`config.mk`:
```
export PLATFORM = sky130hd
export DESIGN_NAME = wdog_keyed
export DESIGN_NICKNAME = d
export VERILOG_FILES = /design/src/rtl/wdog_pkg.sv /design/src/rtl/wdog_regs.sv /design/src/rtl/wdog_core.sv /design/src/rtl/wdog_keyed.sv
export SDC_FILE = /design/constraint.sdc
export NUM_CORES = 1
export LEC_CHECK = 0
export CORE_MARGIN = 1.5
export CORE_UTILIZATION = 60
export CTS_CLUSTER_SIZE = 16
export DETAILED_ROUTE_END_ITERATION = 16
export DONT_BUFFER_PORTS = 1
export PLACE_DENSITY = 0.83
export SLEW_MARGIN = 15
export SYNTH_ARGS = -nofsm -noshare
export SYNTH_HDL_FRONTEND = slang
export SYNTH_SLANG_ARGS = --single-unit
```
`constraint.sdc`:
```
create_clock -name clk -period 3 [get_ports clk]
set_clock_uncertainty 0.2 [all_clocks]
set_input_delay 0.45 -clock clk [delete_from_list [all_inputs] [get_ports clk]]
set_output_delay 0.45 -clock clk [all_outputs]
set_load 0.05 [all_outputs]
```
`src/rtl/wdog_pkg.sv`:
```
package wdog_pkg;
  localparam int DATA_W = 32;
  localparam int ADDR_W = 8;

  localparam logic [ADDR_W-1:0] OFS_COUNT  = 8'h00;
  localparam logic [ADDR_W-1:0] OFS_RELOAD = 8'h04;
  localparam logic [ADDR_W-1:0] OFS_KICK   = 8'h08;
  localparam logic [ADDR_W-1:0] OFS_CTRL   = 8'h0C;
  localparam logic [ADDR_W-1:0] OFS_PULSE  = 8'h18;
  localparam logic [ADDR_W-1:0] OFS_MASK   = 8'h1C;

  localparam int CB_EN   = 0;
  localparam int CB_RST  = 1;
  localparam int CB_IRQ  = 2;
  localparam int CB_SLOW = 4;

  localparam int PB_HIGH = 31;
  localparam int PB_PUSH = 30;

  localparam logic [7:0] TAG_HIGH_SET  = 8'hA5;
  localparam logic [7:0] TAG_HIGH_CLR  = 8'h5A;
  localparam logic [7:0] TAG_PUSH_SET  = 8'hA8;
  localparam logic [7:0] TAG_PUSH_CLR  = 8'h8A;

  typedef struct packed {
    logic kick;
    logic start;
    logic stop;
  } wdStrobe_t;
endpackage

```
`src/rtl/wdog_regs.sv`:
```
module wdog_regs
  import wdog_pkg::*;
#(
  parameter int CNT_W = 32,
  parameter int PW_W = 20,
  parameter logic [15:0] KEY = 16'h4755,
  parameter logic [CNT_W-1:0] RESET_COUNT = 'h03EF1480
) (
  input  logic              clk,
  input  logic              rstN,
  input  logic              wrEn,
  input  logic              rdEn,
  input  logic [ADDR_W-1:0] addr,
  input  logic [DATA_W-1:0] wrData,
  input  logic [CNT_W-1:0]  cntVal,
  input  logic              clrCtrl,
  output wdStrobe_t         strobe,
  output logic [CNT_W-1:0]  reloadVal,
  output logic [DATA_W-1:0] ctrlVal,
  output logic [DATA_W-1:0] widthVal,
  output logic [DATA_W-1:0] maskVal,
  output logic [DATA_W-1:0] rdData
);
  logic aligned, wrHit;
  logic hiBit, pushBit;
  logic [DATA_W-1:0] widthNext;

  assign aligned = (addr[1:0] == 2'b00);
  assign wrHit   = wrEn && aligned;

  always_comb begin
    strobe.kick  = wrHit && (addr == OFS_KICK) && (wrData[15:0] == KEY);
    strobe.start = wrHit && (addr == OFS_CTRL) && wrData[CB_EN] && !ctrlVal[CB_EN];
    strobe.stop  = wrHit && (addr == OFS_CTRL) && !wrData[CB_EN] && ctrlVal[CB_EN];
  end

  always_comb begin
    hiBit   = widthVal[PB_HIGH];
    pushBit = widthVal[PB_PUSH];
    case (wrData[31:24])
      TAG_HIGH_SET: hiBit   = 1'b1;
      TAG_HIGH_CLR: hiBit   = 1'b0;
      TAG_PUSH_SET: pushBit = 1'b1;
      TAG_PUSH_CLR: pushBit = 1'b0;
      default: ;
    endcase
    widthNext = {hiBit, pushBit, widthVal[29:PW_W], wrData[PW_W-1:0]};
  end

  always_ff @(posedge clk or negedge rstN) begin
    if (!rstN) begin
      reloadVal <= RESET_COUNT;
      ctrlVal   <= '0;
      widthVal  <= 32'h0000_00FF;
      maskVal   <= '0;
    end else begin
      if (wrHit && addr == OFS_RELOAD) reloadVal <= wrData[CNT_W-1:0];
      if (strobe.start || strobe.stop) ctrlVal <= wrData;
      else if (clrCtrl)                ctrlVal <= '0;
      if (wrHit && addr == OFS_PULSE)  widthVal <= widthNext;
      if (wrHit && addr == OFS_MASK)   maskVal <= wrData;
    end
  end

  always_comb begin
    rdData = '0;
    if (rdEn && aligned) begin
      case (addr)
        OFS_COUNT:  rdData = DATA_W'(cntVal);
        OFS_RELOAD: rdData = DATA_W'(reloadVal);
        OFS_CTRL:   rdData = ctrlVal;
        OFS_PULSE:  rdData = widthVal;
        OFS_MASK:   rdData = maskVal;
        default:    rdData = '0;
      endcase
    end
  end
endmodule

```
`src/rtl/wdog_core.sv`:
```
module wdog_core
  import wdog_pkg::*;
#(
  parameter int CNT_W = 32,
  parameter int PW_W = 20,
  parameter logic [CNT_W-1:0] RESET_COUNT = 'h03EF1480
) (
  input  logic             clk,
  input  logic             rstN,
  input  wdStrobe_t        strobe,
  input  logic [CNT_W-1:0] reloadVal,
  input  logic             enBit,
  input  logic             rstSysBit,
  input  logic             irqBit,
  input  logic             slowSel,
  input  logic [PW_W-1:0]  pulseWidth,
  input  logic             activeHigh,
  input  logic             pushPull,
  input  logic             tickFast,
  input  logic             tickSlow,
  input  logic             inhibit,
  output logic [CNT_W-1:0] cntVal,
  output logic             clrCtrl,
  output logic             rstOut,
  output logic             rstOe,
  output logic             irqOut
);
  logic running, tick, anyStrobe, hit, fire, pulseOn;
  logic [PW_W-1:0] pulseCnt;

  assign tick      = slowSel ? tickSlow : tickFast;
  assign anyStrobe = strobe.kick || strobe.start || strobe.stop;
  assign hit       = running && tick && !anyStrobe && (cntVal <= CNT_W'(1));
  assign clrCtrl   = hit && inhibit;
  assign fire      = hit && !inhibit;

  always_ff @(posedge clk or negedge rstN) begin
    if (!rstN) begin
      cntVal  <= RESET_COUNT;
      running <= 1'b0;
    end else if (strobe.kick) begin
      cntVal  <= reloadVal;
      running <= enBit;
    end else if (strobe.start) begin
      cntVal  <= reloadVal;
      running <= 1'b1;
    end else if (strobe.stop) begin
      running <= 1'b0;
    end else if (running && tick) begin
      if (cntVal <= CNT_W'(1)) begin
        cntVal  <= '0;
        running <= 1'b0;
      end else begin
        cntVal <= cntVal - 1'b1;
      end
    end
  end

  always_ff @(posedge clk or negedge rstN) begin
    if (!rstN) begin
      pulseCnt <= '0;
      irqOut   <= 1'b0;
    end else begin
      irqOut <= fire && irqBit;
      if (fire && rstSysBit)               pulseCnt <= pulseWidth;
      else if (pulseOn && tickSlow)        pulseCnt <= pulseCnt - 1'b1;
    end
  end

  assign pulseOn = (pulseCnt != '0);
  assign rstOut  = activeHigh ? pulseOn : !pulseOn;
  assign rstOe   = pushPull || pulseOn;
endmodule

```
`src/rtl/wdog_keyed.sv`:
```
module wdog_keyed
  import wdog_pkg::*;
#(
  parameter int CNT_W = 32,
  parameter int PW_W = 20,
  parameter logic [15:0] KEY = 16'h4755,
  parameter logic [CNT_W-1:0] RESET_COUNT = 'h03EF1480
) (
  input  logic        clk,
  input  logic        rstN,
  input  logic        wrEn,
  input  logic        rdEn,
  input  logic [7:0]  addr,
  input  logic [31:0] wrData,
  output logic [31:0] rdData,
  input  logic        tickFast,
  input  logic        tickSlow,
  input  logic        inhibit,
  output logic        rstOut,
  output logic        rstOe,
  output logic        irqOut
);
  wdStrobe_t strobe;
  logic [CNT_W-1:0] cntVal, reloadVal;
  logic [DATA_W-1:0] ctrlVal, widthVal, maskVal;
  logic clrCtrl;

  wdog_regs #(.CNT_W(CNT_W), .PW_W(PW_W), .KEY(KEY), .RESET_COUNT(RESET_COUNT)) regs_i (
    .clk(clk), .rstN(rstN), .wrEn(wrEn), .rdEn(rdEn), .addr(addr), .wrData(wrData),
    .cntVal(cntVal), .clrCtrl(clrCtrl), .strobe(strobe), .reloadVal(reloadVal),
    .ctrlVal(ctrlVal), .widthVal(widthVal), .maskVal(maskVal), .rdData(rdData)
  );

  wdog_core #(.CNT_W(CNT_W), .PW_W(PW_W), .RESET_COUNT(RESET_COUNT)) core_i (
    .clk(clk), .rstN(rstN), .strobe(strobe), .reloadVal(reloadVal),
    .enBit(ctrlVal[CB_EN]), .rstSysBit(ctrlVal[CB_RST]), .irqBit(ctrlVal[CB_IRQ]),
    .slowSel(ctrlVal[CB_SLOW]), .pulseWidth(widthVal[PW_W-1:0]),
    .activeHigh(widthVal[PB_HIGH]), .pushPull(widthVal[PB_PUSH]),
    .tickFast(tickFast), .tickSlow(tickSlow), .inhibit(inhibit),
    .cntVal(cntVal), .clrCtrl(clrCtrl), .rstOut(rstOut), .rstOe(rstOe), .irqOut(irqOut)
  );
endmodule

```
==> results.sh <==
export IMPL_num_io_pins=82
export IMPL_coreArea_sq_mm=0.01470
export IMPL_syn_nets=937
export IMPL_vias_per_cell=7.040
export IMPL_drtIter0Drc=1099
export IMPL_worstSetupEndpointType="output port"
export IMPL_cts_root_buf="clkbuf_16"
export IMPL_relSlewSlack_pct=46.42
export IMPL_synth_xor_area_share_pct=1.724
export IMPL_seq_area_frac_synth_pct=47.50
export IMPL_antenna_found_initial=0
export IMPL_slowest_delay_ns=0.62
export IMPL_timing_critical_path_buf_inv=1
export IMPL_synth_edf_count=0
export IMPL_die_h_um=126.5
export IMPL_synthSimpleGateAreaFrac_pct=15.27
export IMPL_cts_sinks=172
export IMPL_drc=0
export IMPL_violations="hold timing"
export IMPL_ant_nets=0
export IMPL_first_pass_iters=6
export IMPL_holdWs_ns=-0.4774
export IMPL_fillCellCount=893
export IMPL_cts_hold_buf=33
export IMPL_final_core_util_pct=76.97
export IMPL_hold_viol=172
export IMPL_first_global_vias=7939
export IMPL_required_ns=2.35
export IMPL_ir_drop_mv=0.4644
export IMPL_start_kind="register"
export IMPL_drv_slew=0
export IMPL_overflow=0
export IMPL_grt_max_degree=173
export IMPL_path_class="register to output port"
export IMPL_fin_ws_ns=0.04572
export IMPL_crit_path_cell_trace="or4_1 > nand2b_1 > nor2_2 > xor2_1 > buf_4"
export IMPL_synthAdderAreaFrac_pct=0.4105
export IMPL_clk_pin_slew_ns=0.06
export IMPL_fmax_mhz=338.5
export IMPL_final_cell_mix="dfrtp_1 (140), mux2_2 (91), a21oi_1 (55)"
export IMPL_start_util_pct=62.21
export IMPL_vias=8159
export IMPL_yosys_warnings=0
export IMPL_synthesis_area_sq_mm=0.009145
export IMPL_grt_pass1_wl_um=44640
export IMPL_cap_violations=0
export IMPL_stdcell_count=1159
export IMPL_fin_nets=1012
export IMPL_cp_top_family="simple AND/OR/NAND/NOR gates"
export IMPL_clk_latency_ns=0.43
export IMPL_status="finished with violations"
export IMPL_arrival_ns=2.30
export IMPL_die_w_um=126.5
export IMPL_num_rows=44
export IMPL_leakage_nw=4.727
export IMPL_placed_cells=1093
export IMPL_syn2layout_area_growth_pct=23.72
export IMPL_synth_compound_area_share_pct=17.44
export IMPL_pre_cts_ws_ns=0.1618
export IMPL_dieArea_sq_mm=0.01599
export IMPL_power_density_mw_per_mm2=533.1
export IMPL_fin_crit_sh_pct=98.48
export IMPL_routabilityCongestion=0.9967
export IMPL_worstMarginPinSlew_ns=0.8037
export IMPL_synth_distinct_cells=71
export IMPL_placed_area_sq_mm=0.01038
export IMPL_hpwl_um=18280
export IMPL_final_area_sq_mm=0.01131
export IMPL_htreeDepth=4
export IMPL_cts_tree="done"
export IMPL_path_max_fanout=4
export IMPL_ys_ff_latch=172
export IMPL_min_period_ns=2.954
export IMPL_synth_main_ff_cell="dfrtp_1"
export IMPL_synth_area_per_cell_sq_um=10.31
export IMPL_async_flop_share_pct=100.0
export IMPL_netlist_instances=887
export IMPL_power_mw=6.031
export IMPL_cts_buffers=17
export IMPL_antenna_cells=0
export IMPL_grt_use_total_pct=36.55
export IMPL_synth_top_family_by_area="compound AO/OA/AOI/OAI gates"
export IMPL_setup_tns_ns=0
export IMPL_worst_path_max_delay_cell="or4_1"
export IMPL_portBuffers=0
export IMPL_wl_per_cell_um=24.41
export IMPL_drive_above_1_share_pct=29.03
export IMPL_finalSetupViolations=0
export IMPL_routed_wl_um=28290
export IMPL_final_common_cell="dfrtp_1"
export IMPL_synth_mux_area_share_pct=14.49
export IMPL_min_path_type="input port to asynchronous set/reset pin"
export IMPL_clockBufferDepth=2
-- cells in the mapped netlist (all sizes together) (9+ instances only) --
| cell type | n | area, sq um |
|---|---|---|
| nand2 | 53 | 201.5 |
| nand3 | 11 | 55.05 |
| a22o | 32 | 280.3 |
| mux2 | 91 | 1025 |
| inv | 13 | 48.80 |
| nand4 | 9 | 56.30 |
| nor3 | 29 | 161.4 |
| buf | 16 | 75.07 |
| nor2 | 80 | 302.8 |
| a22oi | 25 | 187.7 |
| mux2i | 30 | 300.3 |
| or4 | 11 | 86.33 |
| xnor2 | 10 | 87.58 |
| o21ai | 58 | 294.0 |
| a21oi | 60 | 300.3 |
| dfstp | 32 | 840.8 |
| nor4 | 25 | 162.6 |
| dfrtp | 140 | 3503 |
| clkbuf | 44 | 165.2 |
-- logic make-up after synthesis --
| logic type | Yosys count |
|---|---|
| compound gates | 236 |
| xor+xnor | 18 |
| fa+ha+maj | 3 |
| buf+inv | 73 |
| flops | 172 |
| mux | 121 |
| simple gates | 264 |
-- worst paths after layout --
path	startpoint	endpoint	cells after the start	slack, ns
max in group asynchronous	rstN	regs_i.reloadVal[16]$_DFFE_PN1P_	0	2.79
setup reg to reg	core_i.cntVal[13]$_DFFE_PN0P_	core_i.cntVal[28]$_DFFE_PN0P_	6	0.22
setup / recovery	core_i.pulseCnt[16]$_DFFE_PN0P_	rstOut	5	0.05
hold / removal	rstN	regs_i.ctrlVal[1]$_DFFE_PN0P_	0	-0.48
min in group clk	wrEn	regs_i.ctrlVal[0]$_DFFE_PN0P_	2	0.03
hold reg to reg	regs_i.ctrlVal[14]$_DFFE_PN0P_	regs_i.ctrlVal[14]$_DFFE_PN0P_	1	0.30
-- state kept, by name (all words and copies together), names as in the netlist --
register and flops:
core_i.cntVal 32, core_i.irqOut 1, core_i.pulseCnt 20, core_i.running 1, regs_i.ctrlVal 32, regs_i.maskVal 32
regs_i.reloadVal 32, regs_i.widthVal 22
-- routing by layer --
| metal | vias up | share of wire (%) | track usage (%) |
|---|---|---|---|
| met4 | 0 | 3.9 | 16.29 |
| met2 | 562 | 47 | 57.09 |
| met5 | - | 0 | 0 |
| met1 | 4021 | 38 | 48.91 |
| li1 | 3482 | - | - |
| met3 | 94 | 11 | 8.773 |
-- area by class of cell --
class / instances / area (sq um) / area share [%]
multi-input cells: 642 / 4707 / 41.60
flip-flops and latches: 172 / 4344 / 38.39
repair buffers: 116 / 1404 / 12.41
clock buffers: 22 / 464.2 / 4.103
well taps: 184 / 230.2 / 2.035
clock inverters: 10 / 116.4 / 1.028
inverters: 13 / 48.80 / 0.4313
-- worst register-to-register path, delay by kind of cell, from the launching register on --
kind	cells	cell delay, ns
AOI/OAI and AO/OA	3	0.63
DFF	1	0.44
and+or+nand+nor	3	1.40
-- power breakdown --
group          total [mW]  switching, mW  internal (mW)
Combinational       0.943          0.486          0.457
Sequential           2.89          0.297           2.59
Clock                2.20          0.927           1.27
-- timing repair --
| item | 4_1_cts | 5_1_grt |
|---|---|---|
| endpoints found under the setup margin | 1 | 3 |
| endpoints found under the hold margin | 289 | 172 |
| buffers inserted | 0 | 1 |
| gates resized for setup | 1 | 2 |
Power figures use the tool's default switching activity.
